`src/rtl/sfr_pkg.sv`:
```
package sfr_pkg;

  typedef enum logic [2:0] {
    OP_NONE    = 3'd0,
    OP_OPEN    = 3'd1,
    OP_NEXT    = 3'd2,
    OP_CLOSE   = 3'd3,
    OP_STATUS  = 3'd4,
    OP_IDENT   = 3'd5,
    OP_CHECKED = 3'd6,
    OP_RSVD    = 3'd7
  } cmd_op_e;

  typedef enum logic [2:0] {
    S_IDLE,
    S_HDR,
    S_STREAM,
    S_DATA,
    S_OUT
  } seq_state_e;

  typedef enum logic [1:0] {
    K_STREAM,
    K_STATUS,
    K_IDENT,
    K_CHECK
  } xfer_kind_e;

  localparam logic [7:0]  FL_OPC_READ   = 8'h03;
  localparam logic [7:0]  FL_OPC_STATUS = 8'h05;
  localparam logic [7:0]  FL_OPC_IDENT  = 8'h90;
  localparam logic [31:0] CRC_POLY      = 32'h04C1_1DB7;
  localparam logic [31:0] CRC_INIT      = 32'hFFFF_FFFF;

endpackage

```
`src/rtl/sfr_byte_shift.sv`:
```
module sfr_byte_shift #(
  parameter int HALF_DIV = 2
) (
  input  logic       clk,
  input  logic       rst_n,
  input  logic       start,
  input  logic [7:0] tx_byte,
  input  logic       miso,
  output logic       sclk,
  output logic       mosi,
  output logic       done,
  output logic [7:0] rx_byte
);
  localparam int DW = (HALF_DIV > 1) ? $clog2(HALF_DIV) : 1;
  localparam logic [DW-1:0] DIV_LAST = DW'(HALF_DIV - 1);

  logic          active;
  logic [DW-1:0] div_cnt;
  logic [2:0]    bit_idx;
  logic [7:0]    sh_tx;
  logic [7:0]    sh_rx;

  always_ff @(posedge clk or negedge rst_n) begin
    if (!rst_n) begin
      active  <= 1'b0;
      div_cnt <= '0;
      bit_idx <= '0;
      sh_tx   <= '0;
      sh_rx   <= '0;
      sclk    <= 1'b0;
      done    <= 1'b0;
    end else begin
      done <= 1'b0;
      if (!active) begin
        if (start) begin
          active  <= 1'b1;
          div_cnt <= '0;
          bit_idx <= '0;
          sh_tx   <= tx_byte;
          sclk    <= 1'b0;
        end
      end else if (div_cnt == DIV_LAST) begin
        div_cnt <= '0;
        if (!sclk) begin
          sclk  <= 1'b1;
          sh_rx <= {sh_rx[6:0], miso};
        end else begin
          sclk <= 1'b0;
          if (bit_idx == 3'd7) begin
            active <= 1'b0;
            done   <= 1'b1;
          end else begin
            bit_idx <= bit_idx + 3'd1;
            sh_tx   <= {sh_tx[6:0], 1'b0};
          end
        end
      end else begin
        div_cnt <= div_cnt + DW'(1);
      end
    end
  end

  assign mosi    = active & sh_tx[7];
  assign rx_byte = sh_rx;

endmodule

```
`src/rtl/sfr_crc32.sv`:
```
module sfr_crc32 #(
  parameter logic [31:0] POLY = 32'h04C1_1DB7,
  parameter logic [31:0] INIT = 32'hFFFF_FFFF
) (
  input  logic        clk,
  input  logic        rst_n,
  input  logic        clr,
  input  logic        en,
  input  logic [7:0]  din,
  output logic [31:0] crc
);
  logic [31:0] nxt;

  always_comb begin
    logic fb;
    nxt = crc;
    for (int i = 7; i >= 0; i--) begin
      fb  = nxt[31] ^ din[i];
      nxt = {nxt[30:0], 1'b0};
      if (fb) nxt = nxt ^ POLY;
    end
  end

  always_ff @(posedge clk or negedge rst_n) begin
    if (!rst_n)   crc <= INIT;
    else if (clr) crc <= INIT;
    else if (en)  crc <= nxt;
  end

endmodule

```
`src/rtl/sflash_stream_rd.sv`:
```
module sflash_stream_rd
  import sfr_pkg::*;
#(
  parameter int HALF_DIV = 2,
  parameter int ADDR_W   = 24,
  parameter int LEN_W    = 16
) (
  input  logic              clk,
  input  logic              rst_n,
  input  logic              cmd_valid,
  output logic              cmd_ready,
  input  logic [2:0]        cmd_op,
  input  logic [ADDR_W-1:0] cmd_addr,
  input  logic [LEN_W-1:0]  cmd_len,
  output logic              dout_valid,
  input  logic              dout_ready,
  output logic [7:0]        dout_data,
  output logic              op_done,
  output logic [7:0]        status_q,
  output logic [15:0]       id_q,
  output logic              chk_pass,
  output logic              err,
  output logic              sclk,
  output logic              cs_n,
  output logic              mosi,
  input  logic              miso
);
  localparam int ADDR_BYTES = ADDR_W / 8;
  localparam logic [2:0] ADDR_LAST = 3'(ADDR_BYTES);

  seq_state_e        state;
  xfer_kind_e        kind;
  logic [2:0]        idx;
  logic [1:0]        tcnt;
  logic [LEN_W-1:0]  remain;
  logic [ADDR_W-1:0] addr_q;
  logic [23:0]       stored;
  logic              launch;

  logic       sh_done;
  logic [7:0] sh_rx;
  logic [7:0] tx_byte;
  logic [7:0] hdr_byte;
  logic [2:0] hdr_last;
  logic       cmd_fire;
  logic       legal;
  logic       crc_clr;
  logic       crc_en;
  logic [31:0] crc_val;
  cmd_op_e    op;

  assign op        = cmd_op_e'(cmd_op);
  assign cmd_ready = (state == S_IDLE) || (state == S_STREAM);
  assign cmd_fire  = cmd_valid && cmd_ready;

  always_comb begin
    legal = 1'b0;
    if (state == S_IDLE) begin
      unique case (op)
        OP_OPEN, OP_STATUS, OP_IDENT: legal = 1'b1;
        OP_CHECKED:                   legal = (cmd_len[1:0] == 2'b00);
        default:                      legal = 1'b0;
      endcase
    end else if (state == S_STREAM) begin
      legal = (op == OP_NEXT) || (op == OP_CLOSE);
    end
  end

  always_comb begin
    hdr_last = (kind == K_STATUS) ? 3'd1 : ADDR_LAST;
    hdr_byte = 8'h00;
    if (idx == 3'd0) begin
      unique case (kind)
        K_STATUS: hdr_byte = FL_OPC_STATUS;
        K_IDENT:  hdr_byte = FL_OPC_IDENT;
        default:  hdr_byte = FL_OPC_READ;
      endcase
    end else if ((kind == K_STREAM) || (kind == K_CHECK)) begin
      hdr_byte = 8'(addr_q >> (8 * (ADDR_BYTES - int'(idx))));
    end
  end

  assign tx_byte = (state == S_HDR) ? hdr_byte : 8'h00;
  assign crc_clr = cmd_fire && legal && (op == OP_CHECKED);
  assign crc_en  = (state == S_DATA) && sh_done && (kind == K_CHECK) && (remain != '0);

  sfr_byte_shift #(.HALF_DIV(HALF_DIV)) u_shift (
    .clk     (clk),
    .rst_n   (rst_n),
    .start   (launch),
    .tx_byte (tx_byte),
    .miso    (miso),
    .sclk    (sclk),
    .mosi    (mosi),
    .done    (sh_done),
    .rx_byte (sh_rx)
  );

  sfr_crc32 #(.POLY(CRC_POLY), .INIT(CRC_INIT)) u_crc (
    .clk   (clk),
    .rst_n (rst_n),
    .clr   (crc_clr),
    .en    (crc_en),
    .din   (sh_rx),
    .crc   (crc_val)
  );

  always_ff @(posedge clk or negedge rst_n) begin
    if (!rst_n) begin
      state      <= S_IDLE;
      kind       <= K_STREAM;
      idx        <= '0;
      tcnt       <= '0;
      remain     <= '0;
      addr_q     <= '0;
      stored     <= '0;
      launch     <= 1'b0;
      cs_n       <= 1'b1;
      op_done    <= 1'b0;
      dout_valid <= 1'b0;
      dout_data  <= '0;
      status_q   <= '0;
      id_q       <= '0;
      chk_pass   <= 1'b0;
      err        <= 1'b0;
    end else begin
      launch  <= 1'b0;
      op_done <= 1'b0;
      if (cmd_fire && !legal) err <= 1'b1;
      unique case (state)
        S_IDLE: begin
          if (cmd_fire && legal) begin
            cs_n   <= 1'b0;
            idx    <= '0;
            tcnt   <= '0;
            launch <= 1'b1;
            addr_q <= cmd_addr;
            remain <= cmd_len;
            state  <= S_HDR;
            unique case (op)
              OP_STATUS:  kind <= K_STATUS;
              OP_IDENT:   kind <= K_IDENT;
              OP_CHECKED: kind <= K_CHECK;
              default:    kind <= K_STREAM;
            endcase
          end
        end
        S_STREAM: begin
          if (cmd_fire && legal) begin
            if (op == OP_NEXT) begin
              launch <= 1'b1;
              state  <= S_DATA;
            end else begin
              cs_n    <= 1'b1;
              op_done <= 1'b1;
              state   <= S_IDLE;
            end
          end
        end
        S_HDR: begin
          if (sh_done) begin
            if (idx == hdr_last) begin
              if (kind == K_STREAM) begin
                op_done <= 1'b1;
                state   <= S_STREAM;
              end else begin
                launch <= 1'b1;
                state  <= S_DATA;
              end
            end else begin
              idx    <= idx + 3'd1;
              launch <= 1'b1;
            end
          end
        end
        S_DATA: begin
          if (sh_done) begin
            unique case (kind)
              K_STREAM: begin
                dout_data  <= sh_rx;
                dout_valid <= 1'b1;
                state      <= S_OUT;
              end
              K_STATUS: begin
                status_q <= sh_rx;
                cs_n     <= 1'b1;
                op_done  <= 1'b1;
                state    <= S_IDLE;
              end
              K_IDENT: begin
                if (tcnt == 2'd0) begin
                  id_q[15:8] <= sh_rx;
                  tcnt       <= 2'd1;
                  launch     <= 1'b1;
                end else begin
                  id_q[7:0] <= sh_rx;
                  cs_n      <= 1'b1;
                  op_done   <= 1'b1;
                  state     <= S_IDLE;
                end
              end
              default: begin
                if (remain != '0) begin
                  remain     <= remain - LEN_W'(1);
                  dout_data  <= sh_rx;
                  dout_valid <= 1'b1;
                  state      <= S_OUT;
                end else begin
                  unique case (tcnt)
                    2'd0: stored[7:0]   <= sh_rx;
                    2'd1: stored[15:8]  <= sh_rx;
                    2'd2: stored[23:16] <= sh_rx;
                    default: ;
                  endcase
                  if (tcnt == 2'd3) begin
                    chk_pass <= (crc_val == {sh_rx, stored});
                    cs_n     <= 1'b1;
                    op_done  <= 1'b1;
                    state    <= S_IDLE;
                  end else begin
                    tcnt   <= tcnt + 2'd1;
                    launch <= 1'b1;
                  end
                end
              end
            endcase
          end
        end
        S_OUT: begin
          if (dout_ready) begin
            dout_valid <= 1'b0;
            if (kind == K_STREAM) begin
              state <= S_STREAM;
            end else begin
              launch <= 1'b1;
              state  <= S_DATA;
            end
          end
        end
        default: state <= S_IDLE;
      endcase
    end
  end

endmodule

```
`config.mk`:
```
export PLATFORM = sky130hd
export DESIGN_NAME = sflash_stream_rd
export DESIGN_NICKNAME = d
export VERILOG_FILES = /design/src/rtl/sfr_pkg.sv /design/src/rtl/sfr_byte_shift.sv /design/src/rtl/sfr_crc32.sv /design/src/rtl/sflash_stream_rd.sv
export SDC_FILE = /design/constraint.sdc
export NUM_CORES = 1
export LEC_CHECK = 0
export BUFFER_PORTS_ARGS = -buffer_cell sky130_fd_sc_hd__buf_4
export CAP_MARGIN = 25
export CELL_PAD_IN_SITES_DETAIL_PLACEMENT = 2
export CELL_PAD_IN_SITES_GLOBAL_PLACEMENT = 2
export CORE_UTILIZATION = 36
export CTS_CLUSTER_DIAMETER = 30
export DETAILED_ROUTE_END_ITERATION = 8
export PLACE_DENSITY_LB_ADDON = 0.25
export SLEW_MARGIN = 15
export SYNTH_ARGS = -nofsm -noshare
export SYNTH_HDL_FRONTEND = slang
export SYNTH_SLANG_ARGS = --single-unit
```
`constraint.sdc`:
```
create_clock -name clk -period 2.2 [get_ports clk]
set_input_delay 0.22 -clock clk [delete_from_list [all_inputs] [get_ports clk]]
set_output_delay 0.22 -clock clk [all_outputs]
set_load 0.01 [all_outputs]
```
=== After elaboration in Yosys (flattened, before gate mapping) ===
Cells that the tools add are included.

* Bits in registers: 167
* Bits of input ports: 48
* Output and inout bits: 40

* Mux-type cells: 113
* Bitwise logic cells: 22
* Eq/ne operators: 43
* Reduce and logical (&&, ||, !) cells: 46
* Add/subtract/negate cells: 6
* Shifts and indexed selects: 1

{| class="wikitable"
|+ Operators by type and width
! operator !! count
|-
| 27-bit two-way mux || 8
|-
| 14-bit inverter || 8
|-
| 8-bit two-way mux || 9
|-
| 16-bit two-way mux || 4
|-
| 32-bit two-way mux || 2
|-
| 3-bit two-way mux || 17
|-
| 1-bit two-way mux || 48
|-
| 32-bit == test || 1
|-
| 16-bit case mux with 2 select lines || 1
|-
| 8-bit case mux with 2 select lines || 2
|-
| 24-bit by 32-bit right shift with 8-bit output || 1
|-
| 5-bit AND reduction || 6
|-
| 4-bit AND reduction || 5
|-
| 2-bit inequality test (second input constant) || 9
|-
| 16-bit nonzero test || 1
|-
| 16-bit by 1-bit subtractor with 16-bit output (second input constant) || 1
|-
| 3-bit == test (second input constant) || 5
|-
| 3-bit case mux with 5 select lines || 1
|-
| 2-bit two-way mux || 7
|-
| 2-bit by 1-bit inequality test with 1-bit output (second input constant) || 7
|-
| 3-bit by 2-bit == test with 1-bit output (second input constant) || 4
|-
| 1-bit case mux with 3 select lines || 4
|-
| 2-bit nonzero test || 6
|-
| 3-bit case mux with 3 select lines || 1
|-
| 35 further kinds || 73
|}

=== Longest topological paths before layout ===
* Depth in word-level cells: 18
* Depth in mapped cells: 10
* Mapped depth without buffers: 7

=== Cells and area by module ===
Synthesis repeated with hierarchy kept, for this count alone.

* Cells, all modules: 826
* Area total of the unflattened synthesis: 9422.8 sq um

{| class="wikitable"
|+ Modules (own cells, without submodules)
! module !! cells each !! area each (sq um) !! seq. area each (sq um) !! instances
|-
| sflash_stream_rd || 584 || 6129.6 || 2803.9 || 1
|-
| sfr_crc32 || 170 || 2252.2 || 840.8 || 1
|-
| sfr_byte_shift || 72 || 1041.0 || 575.6 || 1
|}

=== Worst setup path before layout ===
Ideal clock, no wire load.

* Path type: register -> register
* From: reg remain[3]
* To: reg stored[0]
* Path slack: 0.027 ns
* Arrival: 2.046 ns
* Period minus slack after synthesis: 2.173 ns
* Setup time: 0.128 ns
* Stages on the path, launching flop included: 7
* Cell sequence: dfrtp_1 -> nor4_1 -> nand2_1 -> nor4_2 -> and2_1 -> buf_4 -> mux2_1

* Word-level cells in the longest chain between the ends: 3

{| class="wikitable"
|+ RTL lines
! item !! line !! text
|-
| start: declaration || sflash_stream_rd.sv:35 || <nowiki>logic [LEN_W-1:0] remain;</nowiki>
|-
| start signal: assignment || sflash_stream_rd.sv:138 || <nowiki>remain <= cmd_len;</nowiki>
|-
| start signal: assignment || sflash_stream_rd.sv:204 || <nowiki>remain <= remain - LEN_W'(1);</nowiki>
|-
| 16-bit nonzero test || sflash_stream_rd.sv:203 || <nowiki>if (remain != '0) begin</nowiki>
|-
| 1-bit inverter (no source line) || n/a ||
|-
| 5-bit AND reduction (no source line) || n/a ||
|-
| end signal: assignment || sflash_stream_rd.sv:210 || <nowiki>2'd0: stored[7:0] <= sh_rx;</nowiki>
|-
| end: declaration || sflash_stream_rd.sv:37 || <nowiki>logic [23:0] stored;</nowiki>
|}

Every way passes these cells.
A chain may end at the register's enable or synchronous reset.

=== Final worst setup path ===
* From: reg state[0]
* To: reg state[1]

* Word-level cells in the longest chain between the ends: 6
* Elaborated cells between the ends (all ways): 20
* Classes of those cells: eq/ne (12); mux (3); reduce/logical (5)

{| class="wikitable"
|+ RTL lines
! item !! line !! text
|-
| start: declaration || sflash_stream_rd.sv:31 || <nowiki>seq_state_e state;</nowiki>
|-
| start signal: assignment || sflash_stream_rd.sv:110 || <nowiki>state <= S_IDLE;</nowiki>
|-
| start signal: assignment || sflash_stream_rd.sv:139 || <nowiki>state <= S_HDR;</nowiki>
|-
| start signal: assignment || sflash_stream_rd.sv:152 || <nowiki>state <= S_DATA;</nowiki>
|-
| 3-bit by 2-bit == test with 1-bit output or 3-bit zero test (tied branches) || n/a ||
|-
| 1-bit two-way mux or 1-bit logical OR (tied branches) || sflash_stream_rd.sv:64, sflash_stream_rd.sv:53 ||
|-
| 1-bit two-way mux or 1-bit logical AND (tied branches) || sflash_stream_rd.sv:58, sflash_stream_rd.sv:54 ||
|-
| 1-bit logical AND || sflash_stream_rd.sv:132, sflash_stream_rd.sv:149 ||
|-
| 2-bit by 1-bit inequality test with 1-bit output (no source line) || n/a ||
|-
| 8-bit AND reduction (no source line) || n/a ||
|}

Several ways; a longest one is shown, not always the timed one.

==> flow_summary.json <==
{
  "arrival_ns": 2.53,
  "ys_types": 73,
  "yosys_warnings": 0,
  "gp_congestion": 0.837,
  "slew_headroom_pct": 45.0,
  "syn_avg_cell_area_um2": 11.7,
  "rsz0062_at_grt": "yes",
  "gr-total-overflow": 0,
  "n_fill_cell": 2459,
  "power_leakage_uw": 0.00515,
  "slowest_delay_ns": 0.71,
  "syn_to_final_growth_pct": 28.3,
  "num_antenna_cells": 0,
  "skew_ns": 0.0143,
  "grt_pass1_wl_um": 45400,
  "io_buffers": 87,
  "critPathRequiredTime_ns": 2.51,
  "outcome": "finished, violations left",
  "layout-drive-gt1-share_pct": 42.1,
  "ys_seq_area_share_pct": 47.3,
  "wire_per_inst_um": 23.1,
  "synth_cells": 763,
  "path_buf_inv": 1,
  "initial_core_util_pct": 36.7,
  "cts.sinks": 167,
  "path_class": "reg2reg",
  "synth.net_count": 831,
  "crit_path_start": "state[0]",
  "worstPathCellList": "buf_4, nor4b_1, nor3_1, nand3b_1, mux2_2",
  "rows": 57,
  "final_area_um2": 11400,
  "layout.cells.most_common": "buf_4",
  "vias_per_cell": 5.35,
  "drv_slew": 0,
  "fmax_mhz": 451,
  "clkSlewWorstSetupHoldPaths_ns": 0.08,
  "clk_latency_ns": 0.43,
  "clock_path_buffers": 2,
  "synth-edff-count": 0,
  "core_area_um2": 24300,
  "die_x_um": 159,
  "dieArea_um2": 25400,
  "ys_seq_elements": 167,
  "place_ws_ns": -0.157,
  "grt_pass1_vias": 7837,
  "cts_root_buf": "clkbuf_16",
  "holdCritPathClass": "in2reg",
  "violations": "negative setup slack",
  "drt_iter0_drc": 185,
  "hold_viol_final": 0,
  "finalCriticalPeriod_ns": 2.22,
  "worstPathMaxFanout": 10,
  "crit_cells": 5,
  "routed_wl_um": 29100,
  "ys.flop_type": "dfrtp_1",
  "synth-async-reset-ratio_pct": 100,
  "worst_setup_path_start_kind": "flip-flop",
  "dp_hpwl_um": 20300,
  "critical_path.endpoint": "state[1]",
  "maxCapViolCount": 0,
  "cts_tree": "built",
  "antenna_found_initial": 0,
  "ant_nets": 0,
  "setup_viol": 1,
  "fin_crit_sh_pct": 101,
  "drc": 0,
  "cp-end-kind": "flip-flop",
  "cpLargestDelayFamily": "simple AND/OR/NAND/NOR gates",
  "rr_worst_depth": 5,
  "cts-htree-levels": 4,
  "worst_slew_pin_slew_ns": 0.814,
  "num_io_pins": 88,
  "vdd_ir_drop_max_v": 0.000486,
  "timing.rr.start": "state[0]",
  "dr_total_vias": 6740,
  "power_density_nw_per_um2": 1290,
  "dr.pass1.iters": 4,
  "fin_nets": 990,
  "place_area_um2": 10500,
  "regArea_um2": 4220,
  "grt_max_degree": 64,
  "cts_buffers": 17,
  "multiInputGateArea_um2": 4640,
  "grt_usage_pct": 22.9,
  "timing.final.ws_setup_ns": -0.0157,
  "synth_area_um2": 8910,
  "ff2ff_setup_slack_ns": -0.02,
  "fp.dieH_um": 159,
  "reg2reg_to": "state[1]",
  "slowest_stage": "nor4b_1",
  "final_cell_mix": "170 x buf_4, 131 x dfrtp_1, 71 x mux2_2"
}
## power breakdown
group          internal (uW)  total, uW  switching, uW  leakage (uW)
combinational           3420       7380           3960       0.00276
sequential              3660       4270            607       0.00210
clock                   1560       3070           1510      0.000285
total                   8640      14700           6080       0.00515
## metal layers
layer	global-route usage (%)	vias to the layer above	wire length [um]
met5	0	-	0
met4	7.21	0	683
met3	3.15	42	594
met2	42.5	127	15800
met1	27.3	3508	12000
li1	-	3063	-
## state kept, by name (all words and copies together) (netlist names), 2 cells and up
register         flops
addr_q              24
dout_data            8
id_q                16
idx                  3
kind                 2
remain              16
state                3
status_q             8
stored              24
tcnt                 2
u_crc.crc           32
u_shift.bit_idx      3
u_shift.rx_byte      8
u_shift.sh_tx        8
## synth_stat cells, drive strengths merged (3+ instances only)
cell       n  share of area (%)
dfrtp    134                 38
mux2      96                 12
xnor2     62                7.3
xor2      37                3.6
a2bb2oi   36                3.5
o21ai     34                2.0
dfstp     33                9.7
nand2     31                1.3
nor2      31                1.3
buf       23                1.5
a21oi     21                1.4
clkbuf    21               0.88
ha        20                2.8
inv       19               0.80
nand3     17               0.95
nor3      14               0.91
nor4      13               0.98
a211oi    12                1.5
a22oi      7               0.59
a31oi      7               0.49
nand4      7               0.49
and2       6               0.42
and3       6               0.42
nand3b     6               0.51
o211ai     6               0.51
o22a       4               0.39
o22ai      4               0.28
a21boi     3               0.25
mux2i      3               0.34
nor2b      3               0.21
nor3b      3               0.25
o21bai     3               0.25
o2bb2ai    3               0.29
or3        3               0.21
or3b       3               0.29
or4        3               0.25
or4b       3               0.38
## logic make-up after synthesis
group | Yosys count | share of synthesized area, %
adder cells (fa/ha/maj) | 20 | 2.81
multiplexers | 99 | 12.5
buffers and inverters | 63 | 3.14
flip-flops | 167 | 47.3
XOR/XNOR | 101 | 11.4
AND/OR/NAND/NOR | 157 | 9.71
AO/OA/AOI/OAI | 156 | 13.1
## metrics by stage
step	util, %	total power, uW	hold WS [ns]	cells	TNS [ns]
CTS	46.1	14500	0.000411	1252	0
floorplan	-	8600	-0.0756	763	0
global placement	43.3	10800	0.248	1219	-0.561
detailed placement	43.3	11200	0.261	1219	-3.55
global route	47.0	15500	0.00122	1259	-0.851
finish	47.0	14700	0.0127	1259	-0.0157
## layout make-up
cell class                 instances  area share, %
clock buffer                      18           3.84
tap                              324           3.55
sequential                       167           36.9
clock inverter                    14           1.33
multi-input combinational        533           40.6
inverter                          19          0.624
timing repair buffer             184           13.1
## how the worst min path moves through the flow
| stage | slack, ns | to | start | depth (start not counted) |
|---|---|---|---|---|
| after floorplan | -0.08 | addr_q[0] | rst_n | 0 |
| after global placement | 0.25 | u_shift.bit_idx[2] | rst_n | 1 |
| after detailed placement | 0.26 | u_shift.bit_idx[2] | rst_n | 1 |
| after CTS | 0.0004 | addr_q[5] | cmd_addr[5] | 2 |
| after global routing | 0.001 | addr_q[7] | cmd_addr[7] | 2 |
| final | 0.01 | addr_q[5] | cmd_addr[5] | 2 |
## timing repair
| action | 4_1_cts | 5_1_grt |
|---|---|---|
| buffers inserted | 0 | 5 |
| pin swaps | 0 | 11 |
| gates resized for setup | 11 | 42 |
| setup endpoints to repair | 39 | 55 |
| hold endpoints to repair | 43 | 2 |
| hold buffers | 1 | 2 |
Power figures use the tool's default switching activity.
